[src/rtl/ot_pkg.sv]
package ot_pkg;
  localparam int unsigned OT_SIDES = 2;
  localparam int unsigned SIDE_HI  = 0;
  localparam int unsigned SIDE_LO  = 1;

  typedef struct packed {
    logic hot;
    logic cold;
  } ot_cmp_t;
endpackage

[src/rtl/ot_limit_cmp.sv]
module ot_limit_cmp
  import ot_pkg::*;
#(
  parameter int unsigned W       = 16,
  parameter int unsigned CMP_LSB = 5
) (
  input  logic [W-1:0] smp,
  input  logic [W-1:0] lim_hi,
  input  logic [W-1:0] lim_lo,
  output ot_cmp_t      res
);
  localparam logic [W-1:0] KEEP = {{(W-CMP_LSB){1'b1}}, {CMP_LSB{1'b0}}};

  logic signed [W-1:0] s_smp, s_hi, s_lo;

  always_comb begin
    s_smp    = $signed(smp);
    s_hi     = $signed(lim_hi & KEEP);
    s_lo     = $signed(lim_lo & KEEP);
    res.hot  = s_smp > s_hi;
    res.cold = s_smp < s_lo;
  end
endmodule

[src/rtl/ot_alarm_core.sv]
module ot_alarm_core (
  input  logic clk,
  input  logic rst,
  input  logic fire,
  input  logic hot,
  input  logic cold,
  input  logic clr,
  output logic alarm_q
);
  always_ff @(posedge clk) begin
    if (rst)                 alarm_q <= 1'b0;
    else if (fire && hot)    alarm_q <= 1'b1;
    else if (fire && cold)   alarm_q <= 1'b0;
    else if (clr)            alarm_q <= 1'b0;
  end

  // a hot result always wins, even against a clear pulse
  a_r2_hot_sets: assert property (@(posedge clk) disable iff (rst)
    (fire && hot) |=> alarm_q);

  a_r3_cold_clears: assert property (@(posedge clk) disable iff (rst)
    (fire && cold && !hot) |=> !alarm_q);

  a_r4_clr_clears: assert property (@(posedge clk) disable iff (rst)
    (clr && !(fire && hot)) |=> !alarm_q);

  a_r5_rise_needs_hot: assert property (@(posedge clk) disable iff (rst)
    $rose(alarm_q) |-> $past(fire && hot));
endmodule

[src/rtl/ot_sticky_flag.sv]
module ot_sticky_flag (
  input  logic clk,
  input  logic rst,
  input  logic fire,
  input  logic cond,
  input  logic rd,
  output logic flag_q
);
  logic cond_q;
  logic cond_now;

  assign cond_now = fire ? cond : cond_q;

  always_ff @(posedge clk) begin
    if (rst) begin
      cond_q <= 1'b0;
      flag_q <= 1'b0;
    end else begin
      cond_q <= cond_now;
      if (fire && cond)         flag_q <= 1'b1;
      else if (rd && !cond_now) flag_q <= 1'b0;
    end
  end

  // the flag only falls on a status read
  a_r6_fall_on_read: assert property (@(posedge clk) disable iff (rst)
    $fell(flag_q) |-> $past(rd));

  a_r7_set_on_cond: assert property (@(posedge clk) disable iff (rst)
    (fire && cond) |=> flag_q);
endmodule

[src/rtl/ot_alarm_cmp.sv]
module ot_alarm_cmp
  import ot_pkg::*;
#(
  parameter int unsigned W       = 16,
  parameter int unsigned CMP_LSB = 5
) (
  input  logic         clk,
  input  logic         rst,
  input  logic         smp_valid,
  output logic         smp_ready,
  input  logic [W-1:0] smp_data,
  input  logic [W-1:0] lim_hi,
  input  logic [W-1:0] lim_lo,
  input  logic         alm_dis,
  input  logic         alm_pol,
  input  logic         alm_clr,
  input  logic         stat_rd,
  output logic         alm_pin,
  output logic         alm_stat,
  output logic         flag_hi,
  output logic         flag_lo
);
  logic                fire;
  ot_cmp_t             cmp;
  logic                alarm_q;
  logic [OT_SIDES-1:0] side_cond;
  logic [OT_SIDES-1:0] side_flag;

  always_ff @(posedge clk) begin
    if (rst) smp_ready <= 1'b0;
    else     smp_ready <= 1'b1;
  end

  assign fire = smp_valid && smp_ready;

  ot_limit_cmp #(.W(W), .CMP_LSB(CMP_LSB)) u_cmp (
    .smp(smp_data), .lim_hi(lim_hi), .lim_lo(lim_lo), .res(cmp)
  );

  ot_alarm_core u_core (
    .clk(clk), .rst(rst), .fire(fire), .hot(cmp.hot), .cold(cmp.cold),
    .clr(alm_clr), .alarm_q(alarm_q)
  );

  assign side_cond[SIDE_HI] = cmp.hot;
  assign side_cond[SIDE_LO] = cmp.cold;

  for (genvar g = 0; g < OT_SIDES; g++) begin : g_flag
    ot_sticky_flag u_flag (
      .clk(clk), .rst(rst), .fire(fire), .cond(side_cond[g]),
      .rd(stat_rd), .flag_q(side_flag[g])
    );
  end

  assign flag_hi  = side_flag[SIDE_HI];
  assign flag_lo  = side_flag[SIDE_LO];
  assign alm_stat = alarm_q && !alm_dis;
  assign alm_pin  = alm_pol ? alm_stat : !alm_stat;


  a_r1_ready_after_reset: assert property (@(posedge clk) disable iff (rst)
    !rst |=> smp_ready);
endmodule

[config.mk]
export PLATFORM = sky130hd
export DESIGN_NAME = ot_alarm_cmp
export DESIGN_NICKNAME = d
export VERILOG_FILES = /design/src/rtl/ot_pkg.sv /design/src/rtl/ot_limit_cmp.sv /design/src/rtl/ot_alarm_core.sv /design/src/rtl/ot_sticky_flag.sv /design/src/rtl/ot_alarm_cmp.sv
export SDC_FILE = /design/constraint.sdc
export NUM_CORES = 1
export LEC_CHECK = 0
export ABC_AREA = 1
export BUFFER_PORTS_ARGS = -buffer_cell sky130_fd_sc_hd__buf_2
export CAP_MARGIN = 20
export CORE_MARGIN = 4
export CORE_UTILIZATION = 30
export DETAILED_ROUTE_END_ITERATION = 12
export GPL_TIMING_DRIVEN = 0
export SYNTH_ARGS = -nofsm -noshare
export SYNTH_HDL_FRONTEND = slang
export SYNTH_SLANG_ARGS = --single-unit
[constraint.sdc]
create_clock -name clk -period 1.4 [get_ports clk]
set_input_delay 0 -clock clk [delete_from_list [all_inputs] [get_ports clk]]
set_output_delay 0 -clock clk [all_outputs]
set_load 0.02 [all_outputs]
==> metrics.sh <==
OUTCOME='complete, no violations'
PATH_CLASS='in -> reg'
SEQCELLAREA_UM2=120
SYN2LAYOUT_AREA_GROWTH_PCT=35.5
FINAL.SETUP.WORST_SLACK_NS=0.301
GRT_FIRST_PASS_WIRELENGTH_UM=3480
SYN-CELL-AREA_UM2=892
FINAL_LAYOUT_SIZE_SUFFIX_GT1_SHARE_PCT=34.0
YOSYS_WARNINGS=0
POST_DRT_WL_PER_CELL_UM=8.37
INITIALDRTVIOLATIONCOUNT=12
PLACE.DETAILED.HPWL_UM=1720
GRT_OVERFLOW=0
INITIAL_ANTENNA_VIOLATION_COUNT=0
CRITPATHMAXFANOUT=4
MAX-SLEW-MARGIN-REL_PCT=84.9
CRITICAL_PATH_CELL_BY_CELL='buf_2 > ha_1 > nand2_1 > inv_2 > nand2_1 > nor2_2 > nand2_1 > nand3_1 > nand2_2 > nand3_4 > nand2_1 > nor2_1 > nor2_1'
FILLER_CELL_COUNT=317
PLACEMENT.SETUP.WORST_SLACK_NS=0.0489
WORST_PATH_LARGEST_CELL_DELAY_NS=0.29
VIAS=958
HTREE_NUM_LEVELS=1
SYNTH_TOP_CELL_AREA_SHARE_PCT=29.5
CLKSLEWWORSTSETUPHOLDPATHS_NS=0.04
MIN_TCLK_POST_ROUTE_NS=1.10
DETAIL_ROUTE.DRC_VIOLATIONS=0
SYNTHDISTINCTLIBCELLS=21
DIE_AREA_MM2=0.00391
DOMINANTREGCELLSYNTH='sky130_fd_sc_hd__dfxtp_1'
DRT-PASS1-ITER-COUNT=2
YS_SEQ_AREA_SHARE_PCT=13.5
GRT_USE_TOTAL_PCT=10.4
ACHIEVABLE-FREQUENCY_MHz=910
DIE_W_UM=62.5
YOSYS.CELL_COUNT.TOP_TYPE='sky130_fd_sc_hd__inv_1'
SYNTH_AREA_LEADER_CELL='sky130_fd_sc_hd__ha_1'
SYNTH-SEQ-CELLS=6
POSTSYNTHNETCOUNT=214
SYNTH_COMMON_CELLS='sky130_fd_sc_hd__inv_1, sky130_fd_sc_hd__nand2_1, sky130_fd_sc_hd__ha_1, sky130_fd_sc_hd__a21oi_1, sky130_fd_sc_hd__nor2_1'
MAX_SLEW_VIOLATION_TOTAL_FROM_THE_FINAL_REPORT=0
CRITICAL_PATH.MOST_COMMON_CELL='sky130_fd_sc_hd__nand2_1'
FINAL_NETS=269
FINALHOLDVIOLATIONS=0
VIAS_PER_CELL=4.32
PORT-BUFFER-COUNT=49
GRT_MAX_DEGREE=6
MAX_CAP_VIOLATIONS=0
FIN_CRIT_SH_PCT=78.5
ROOT_BUFFER='sky130_fd_sc_hd__clkbuf_4'
NUMBER_OF_GLOBAL_ROUTE_VIAS_BEFORE_REPAIR=903
SETUP_TOTAL_NEGATIVE_SLACK_NS=0
ANTENNA_VIOL_NETS_FINAL=0
HP-CLASS='in -> reg'
REPORT.FINAL.SETUP_VIOL=0
YS_TOP_CELLS_BY_AREA='sky130_fd_sc_hd__ha_1, sky130_fd_sc_hd__inv_1, sky130_fd_sc_hd__nand2_1, sky130_fd_sc_hd__dfxtp_1, sky130_fd_sc_hd__a21oi_1'
RSZ0062_AT_GRT='no'
NETLIST_INSTANCES=138
YS_ASYNC_RST_SHARE_PCT=0
NUM_ROWS=19
TIMING.CLOCK.SKEW_NS=0.00527
WORST-ENDPOINT-REQUIRED_NS=1.54
START_UTIL_PCT=31.8
CTS_MADE_BUFFERS=3
SYNTH-EDFF-COUNT=0
CELL_TYPE_OF_THE_SLOWEST_STAGE_ON_THE_WORST_TIMING_PATH='sky130_fd_sc_hd__ha_1'
CLOCK_SINK_COUNT=6
CORE_REGION_MM2=0.00281
TOP_LEVEL_PORTS=60
AREA_TAKEN_BY_MULTI_INPUT_LOGIC_GATES_UM2=629
CTS_REPAIR_RESIZE_COUNT=0
POWER.IR.VDD_WORST_uV=423
ROUTABILITYCONGESTION=0.720
WORST_R2R_PATH_DEPTH=7
DIEHEIGHT_UM=62.5
WORSTMARGINPINSLEW_NS=0.227
POWER.DENSITY_CELL_AREA_mW_PER_MM2=519
ROUTED_WIRELENGTH_UM=1860
CTS-ROOT-TO-SINK-BUFFERS=2
SYNTHESIZED_AREA_PER_CELL_UM2=6.46
TRITONCTS='done'
CRIT_ARRIVAL_NS=1.23
TIMING.CRITICAL_PATH.TO_TYPE='register'
HOLD-PATH-CELL-COUNT=4
INSERTEDDIODECOUNT=0
CP-START-KIND='input pin'
INSERTION_DELAY_NS=0.25
P_LEAK_uW=0.000793
placed cells by master, fill, tap and decap left out, types with 2 or more instances in the layout:
cell type / count
sky130_fd_sc_hd__a21oi_1: 9
sky130_fd_sc_hd__nand2_2: 3
sky130_fd_sc_hd__nor3_1: 2
sky130_fd_sc_hd__ha_1: 21
sky130_fd_sc_hd__nand2_1: 35
sky130_fd_sc_hd__inv_1: 36
sky130_fd_sc_hd__nand4_1: 2
sky130_fd_sc_hd__inv_2: 2
sky130_fd_sc_hd__nand3_1: 3
sky130_fd_sc_hd__nand3_2: 2
sky130_fd_sc_hd__buf_2: 49
sky130_fd_sc_hd__nor2_1: 7
sky130_fd_sc_hd__nor2_2: 2
sky130_fd_sc_hd__clkbuf_4: 3
sky130_fd_sc_hd__dfxtp_1: 6
path summary, 6_finish.rpt:
check	slack (ns)	start	to
setup reg to reg	0.36	smp_ready	g_flag[0].u_flag.flag_q
hold reg to reg	0.46	g_flag[1].u_flag.flag_q	g_flag[1].u_flag.flag_q
hold / removal	0.01	alm_clr	u_core.alarm_q
setup / recovery	0.30	smp_data[15]	g_flag[0].u_flag.flag_q
flip-flops by register name, indices dropped and copies added (netlist names):
| name | flops |
|---|---|
| u_core.alarm_q | 1 |
| smp_ready | 1 |
| g_flag.u_flag.cond_q | 2 |
| g_flag.u_flag.flag_q | 2 |
kinds of logic (layout without fill, tap and decap cells):
group	after synthesis	count (layout)	share of synthesized area [%]
AO/OA/AOI/OAI	12	12	7.43
XOR/XNOR	1	1	0.982
adder cells (fa/ha/maj)	21	21	29.5
buffers and inverters	38	91	16.0
flip-flops	6	6	13.5
AND/OR/NAND/NOR	60	60	32.7
layout make-up:
type | instances | area share [%]
multi-input combinational | 94 | 52.1
timing repair buffer | 50 | 21.1
sequential | 6 | 9.94
tap | 31 | 3.21
inverter | 38 | 11.8
clock buffer | 3 | 1.86
worst max-delay path: cells and delay by family:
kind / cells / cell delay, ns
buf+inv: 2 / 0.16
simple gates: 10 / 0.78
fa+ha+maj: 1 / 0.29
where the power goes:
group          internal, µW  switching (µW)
Clock                  96.8            60.7
Combinational           135             150
Sequential              182            3.14
Total                   414             213
timing repair:
action | in CTS | in global routing
hold buffers | 1 | 0
endpoints found under the hold margin | 5 | 0
setup buffers | 0 | 0
routing by layer:
metal	global-route usage [%]	up-vias	wire length [µm]
met2	17.8	31	840
li1	-	531	-
met5	0	-	0
met4	1.65	0	4
met3	3.78	3	155
met1	12.7	393	858
metrics by stage:
step / power, µW / std cells / util, % / hold WS [ns] / instance area, µm²
after floorplan: 368 / 138 / - / 0.0624 / 892
after global placement: 473 / 218 / 41.9 / 0.235 / 1180
after detailed placement: 475 / 218 / 41.9 / 0.228 / 1180
after CTS: 642 / 222 / 43.1 / 0.00935 / 1210
after global routing: 709 / 222 / 43.1 / 0.0150 / 1210
final: 628 / 222 / 43.1 / 0.0129 / 1210
Note: power is estimated with default switching activity, not from simulation.
